`config.mk`:
```
export PLATFORM = sky130hd
export DESIGN_NAME = pow2_clk_div
export DESIGN_NICKNAME = d
export VERILOG_FILES = /design/src/rtl/clkdiv_pkg.sv /design/src/rtl/ratio_shadow.sv /design/src/rtl/half_counter.sv /design/src/rtl/clk_out_mux.sv /design/src/rtl/pow2_clk_div.sv
export SDC_FILE = /design/constraint.sdc
export NUM_CORES = 1
export LEC_CHECK = 0
export CORE_MARGIN = 2
export CORE_UTILIZATION = 35
export DETAILED_ROUTE_END_ITERATION = 12
export GPL_TIMING_DRIVEN = 1
export HOLD_SLACK_MARGIN = 0.02
export REMOVE_ABC_BUFFERS = 1
export SLEW_MARGIN = 10
export SYNTH_ARGS = -nofsm -noshare
export SYNTH_HDL_FRONTEND = slang
export SYNTH_HIERARCHICAL = 1
export SYNTH_SLANG_ARGS = --single-unit
```
`constraint.sdc`:
```
create_clock -name clk_src -period 3.8 [get_ports clk_src]
set_clock_uncertainty 0.1 [all_clocks]
set_input_delay 0.76 -clock clk_src [delete_from_list [all_inputs] [get_ports clk_src]]
set_output_delay 0.76 -clock clk_src [all_outputs]
set_load 0.005 [all_outputs]
```
`src/rtl/clkdiv_pkg.sv`:
```
`timescale 1ns/1ps
package clkdiv_pkg;

    parameter int unsigned RATIO_W = 3;
    // Largest exponent, and width of a half-period counter for it
    localparam int unsigned MAX_SHIFT = (1 << RATIO_W) - 1;
    localparam int unsigned HALF_W    = (MAX_SHIFT > 1) ? MAX_SHIFT - 1 : 1;

    typedef logic [RATIO_W-1:0] ratio_t;
    typedef logic [HALF_W-1:0]  half_t;

    typedef enum logic {
        PH_LOW  = 1'b0,
        PH_HIGH = 1'b1
    } phase_e;

    // Active selection, changed only at a safe point
    typedef struct packed {
        ratio_t code;
        logic   bypass;
    } sel_t;

    // Terminal count of one half period for code c (c >= 1)
    function automatic half_t half_limit(ratio_t c);
        logic [HALF_W:0] span;
        if (c == '0) begin
            return '0;
        end
        span = (HALF_W+1)'(1) << (c - ratio_t'(1));
        span = span - (HALF_W+1)'(1);
        return span[HALF_W-1:0];
    endfunction

    // True when the output is the source clock itself
    function automatic logic is_pass(sel_t s);
        return s.bypass || (s.code == '0);
    endfunction

endpackage

```
`src/rtl/ratio_shadow.sv`:
```
`timescale 1ns/1ps
module ratio_shadow
    import clkdiv_pkg::*;
(
    input  logic   clk_src,
    input  logic   rst,
    input  ratio_t ratio_code,
    input  logic   ratio_wr,
    input  logic   lock_ok,
    input  logic   bypass,
    input  logic   fell_q,
    output sel_t   sel_q
);

    ratio_t pend_q;
    logic   commit;

    // Pending code: written only while the source reports lock
    always_ff @(posedge clk_src) begin
        if (rst) begin
            pend_q <= '0;
        end else if (ratio_wr && lock_ok) begin
            pend_q <= ratio_code;
        end
    end

    // Safe point: output is low and will not rise before the next source edge
    assign commit = is_pass(sel_q) || fell_q;

    always_ff @(negedge clk_src) begin
        if (rst) begin
            sel_q <= '0;
        end else if (commit) begin
            sel_q <= '{code: pend_q, bypass: bypass};
        end
    end

    // pending code moves only after an accepted write
    a_r3_lock_gate : assert property (@(posedge clk_src) disable iff (rst)
        (pend_q != $past(pend_q)) |-> $past(ratio_wr && lock_ok));

    // active selection moves only at a safe point
    a_r2_safe_commit : assert property (@(negedge clk_src) disable iff (rst)
        (sel_q != $past(sel_q)) |-> $past(commit));

endmodule

```
`src/rtl/half_counter.sv`:
```
`timescale 1ns/1ps
module half_counter
    import clkdiv_pkg::*;
(
    input  logic   clk_src,
    input  logic   rst,
    input  sel_t   sel,
    output phase_e phase_q,
    output logic   fell_q
);

    half_t cnt_q;
    half_t lim;
    logic  pass;

    assign pass = is_pass(sel);
    assign lim  = half_limit(sel.code);

    always_ff @(posedge clk_src) begin
        if (rst || pass) begin
            cnt_q   <= '0;
            phase_q <= PH_LOW;
            fell_q  <= 1'b0;
        end else if (cnt_q == lim) begin
            cnt_q   <= '0;
            phase_q <= (phase_q == PH_HIGH) ? PH_LOW : PH_HIGH;
            fell_q  <= (phase_q == PH_HIGH);
        end else begin
            cnt_q   <= cnt_q + half_t'(1);
            fell_q  <= 1'b0;
        end
    end

    // the divider path is parked low while passing the source through
    a_r4_parked_low : assert property (@(posedge clk_src) disable iff (rst)
        pass |=> (phase_q == PH_LOW));

    // a commit never leaves the counter beyond the new half period
    a_r6_count_bound : assert property (@(posedge clk_src) disable iff (rst)
        !pass |-> (cnt_q <= lim));

endmodule

```
`src/rtl/clk_out_mux.sv`:
```
`timescale 1ns/1ps
module clk_out_mux
    import clkdiv_pkg::*;
(
    input  logic   clk_src,
    input  phase_e phase,
    input  logic   pass,
    output logic   clk_out
);

    always_comb begin
        clk_out = pass ? clk_src : (phase == PH_HIGH);
    end

endmodule

```
`src/rtl/pow2_clk_div.sv`:
```
`timescale 1ns/1ps
module pow2_clk_div
    import clkdiv_pkg::*;
(
    input  logic               clk_src,
    input  logic               rst,
    input  logic [RATIO_W-1:0] ratio_code,
    input  logic               ratio_wr,
    input  logic               lock_ok,
    input  logic               bypass,
    output logic               clk_div,
    output logic [RATIO_W-1:0] ratio_now
);

    sel_t   sel_q;
    phase_e phase_q;
    logic   fell_q;
    logic   pass;

    ratio_shadow u_shadow (
        .clk_src    (clk_src),
        .rst        (rst),
        .ratio_code (ratio_code),
        .ratio_wr   (ratio_wr),
        .lock_ok    (lock_ok),
        .bypass     (bypass),
        .fell_q     (fell_q),
        .sel_q      (sel_q)
    );

    half_counter u_count (
        .clk_src (clk_src),
        .rst     (rst),
        .sel     (sel_q),
        .phase_q (phase_q),
        .fell_q  (fell_q)
    );

    assign pass      = is_pass(sel_q);
    assign ratio_now = sel_q.code;

    clk_out_mux u_mux (
        .clk_src (clk_src),
        .phase   (phase_q),
        .pass    (pass),
        .clk_out (clk_div)
    );

    // reset leaves code 000 active at the next source falling edge
    a_r7_reset_code : assert property (@(negedge clk_src)
        $past(rst) |-> (ratio_now == '0));

endmodule

```
==> results.yml <==
finish:
  antennaDiodeCount: 0
  stdcell_count: 165
  multi_input_area_um2: 681
  drive_above_1_share_pct: 39.3
  final_area_mm2: 0.00138
  n_fill_cell: 209
  fin_nets: 146
  regArea_um2: 304
  area_delta_synth_final_pct: 53.9
placed_design:
  place_area_mm2: 0.00105
  numPortBuffers: 11
  gp_congestion: 0.752
  placed_cells: 147
  pre_cts_ws_ns: -0.391
  dpl.hpwl_um: 1340
grt:
  grt_pass1_vias: 851
  grt_use_total_pct: 16.8
  met1_usage_pct: 17.2
  busiest_layer: "met2"
  grt_max_degree: 16
  grt_pass1_wl_um: 3450
  grt.met3_usage_pct: 5.46
  use_met2_pct: 28.7
  overflow: 0
  antenna_found_initial: 0
setup_path:
  slowest_stage: "dfxtp_2"
  crit_chain: "nor3_2, or2_1, mux2_4, buf_6"
  reg2reg_depth: 9
  path_max_fanout: 3
  max_stage_delay_ns: 0.35
  worstPathRequired_ns: 2.94
  crit_arrival_ns: 3.43
  reg2reg_to: "u_count/cnt_q[0]"
  timing.rr.start: "u_shadow/sel_q[2]"
  setup.worst_path.class: "reg2out"
  worst_setup_path_start_kind: "flip-flop"
  r2r_setup_slack_ns: -0.39
  end_kind: "output port"
sta:
  finalHoldViolCount: 0
  worst_slew_pin_slew_ns: 0.588
  layout_setup_ws_ns: -0.490
  maxSlewViolCount: 0
  setup_viol: 11
  maxSlewHeadroom_pct: 60.5
  rsz0062_at_grt: "true"
die:
  die_y_um: 54.5
  die_w_um: 54.5
  num_rows: 18
  ioPinCount: 12
  start_util_pct: 36.4
  dieArea_mm2: 0.00297
  coreArea_mm2: 0.00245
drt:
  vias: 874
  drtIter0Drc: 16
  wirelength_um: 2190
  avgViaCountPerCell: 5.30
  drt_drc_violations_left: 0
  wire_per_inst_um: 13.3
  dr.pass1.iters: 4
  final_antenna_net_count: 0
synth:
  synth_area_um2: 893
  syn_inst: 103
  ys_warn_count: 6
  ys_seq_elements: 15
  syn_area_per_cell_um2: 8.67
  ys_types: 33
  yosysSeqAreaShare_pct: 33.6
power_and_ir_drop:
  p_leak_uw: 0.000533
  power_uw: 526
  vdd_ir_drop_max_mv: 0.269
  p_per_area_mw_per_mm2: 383
flow_run:
  drv_cap: 0
clock_network:
  holdBufCountCts: 0
  cts_tree: "yes"
  clk_pin_slew_ns: 0.09
  worstSkewPairLatency_ns: 0.47
hold_path:
  holdPathStages: 2
  hp-class: "reg2reg"
  whs_endpoint: "u_shadow/pend_q[0]"
  hp-start: "u_shadow/pend_q[0]"
outcome:
  outcome: "finished with violations"
  violations: "setup timing"
[sequential cells by signal, summed over array words and instances, names as in the netlist]
signal	cells
u_shadow/pend_q	3
u_count/fell_q	1
u_count/phase_q	1
u_shadow/sel_q	4
u_count/cnt_q	6
[power by group]
group,internal [uW],switching (uW),total [uW],leakage [uW]
Sequential,163,4.57,168,0.000123
Combinational,63.3,57.1,120,0.000333
Clock,151,86.9,238,0.0000767
[metrics by stage]
step,TNS [ns],utilization [%],hold slack (ns)
6_report,-3.37,56.0,0.369
5_1_grt,-4.07,56.0,0.403
4_1_cts,-3.19,50.6,0.368
3_5_place_dp,-3.19,42.7,0.353
3_3_place_gp,-2.88,42.7,0.352
2_1_floorplan,-4.29,-,0.329
[critical path, delay by kind of cell (launching register included)]
kind | cells | cell delay [ns]
mux | 1 | 0.32
simple gates | 2 | 0.27
buf+inv | 1 | 0.12
flops | 1 | 0.35
[per-layer routing]
| metal | vias to the layer above | wire length, um |
|---|---|---|
| met5 | - | 0 |
| met4 | 0 | 45 |
| met3 | 6 | 62 |
| met2 | 16 | 1130 |
| met1 | 427 | 952 |
| li1 | 425 | - |
[cell usage in the layout, fill, tap and decap left out, types with 2 or more instances in the layout]
master,Yosys,routed
buf_6,4,10
nor2_1,13,11
inv_1,2,5
a21oi_1,6,6
nand2_2,0,2
nand3_1,7,6
o21ai_1,5,4
nor2b_1,3,2
xnor2_1,3,3
buf_4,0,7
clkbuf_4,0,6
nor3b_1,3,2
nand2_1,12,10
nand2b_1,2,2
dfxtp_2,0,3
xor2_1,3,2
clkdlybuf4s50_1,0,7
nor3_2,3,2
dfxtp_1,15,12
nor3_4,0,2
[layout make-up]
type,instances,share of cell area (%)
Clock buffer,8,5.91
Clock inverter,4,1.09
Inverter,1,0.273
Multi-Input combinational cell,82,49.5
Sequential cell,15,22.1
Tap cell,30,2.73
Timing Repair Buffer,25,18.4
[synthesized netlist by cell type, drive strengths merged]
master / n / area share (%)
buf: 4 / 5.0
nand2: 12 / 5.0
o2111ai: 1 / 0.98
or2: 2 / 1.7
o22ai: 1 / 0.70
nand3: 7 / 3.9
nor2: 13 / 5.5
nand4bb: 2 / 2.5
or3b: 1 / 0.98
nor3b: 3 / 2.5
mux2: 1 / 1.7
o21ai: 5 / 2.8
inv: 2 / 0.84
o211ai: 1 / 0.84
nand2b: 2 / 1.4
and3: 1 / 0.70
nor4: 1 / 0.70
mux2i: 1 / 1.1
a21oi: 7 / 4.3
a311oi: 1 / 0.98
ha: 2 / 2.8
nor3: 5 / 4.5
xor2: 4 / 4.8
nor4b: 2 / 2.7
o31ai: 1 / 2.4
nor2b: 3 / 2.1
xnor2: 3 / 2.9
dfxtp: 15 / 34
[cells by family (layout without fill, tap and decap cells)]
kind of cell             count (synthesis)  in the layout  synth area share, %
buffers and inverters                    6             38                 5.88
AO/OA/AOI/OAI                           17             17                 13.0
XOR/XNOR                                 7              7                 7.70
multiplexers                             2              2                 2.80
AND/OR/NAND/NOR                         54             54                 34.2
flip-flops                              15             15                 33.6
adder cells (fa/ha/maj)                  2              2                 2.80
[timing repair]
item                       in CTS  in global routing
setup endpoints to repair      12                 12
pin swaps                       9                 16
gates resized for setup        29                 27
buffers inserted                6                  5
gates cloned                    0                  0
[worst max-delay path by stage]
stage,endpoint,startpoint
floorplan,u_count/cnt_q[2],u_shadow/sel_q[2]
global placement,u_count/cnt_q[2],u_shadow/sel_q[2]
detailed placement,u_count/cnt_q[2],u_shadow/sel_q[2]
CTS,clk_div,u_shadow/sel_q[3]
global route,clk_div,u_shadow/sel_q[2]
finish,clk_div,u_shadow/sel_q[1]
Power figures use the tool's default switching activity.
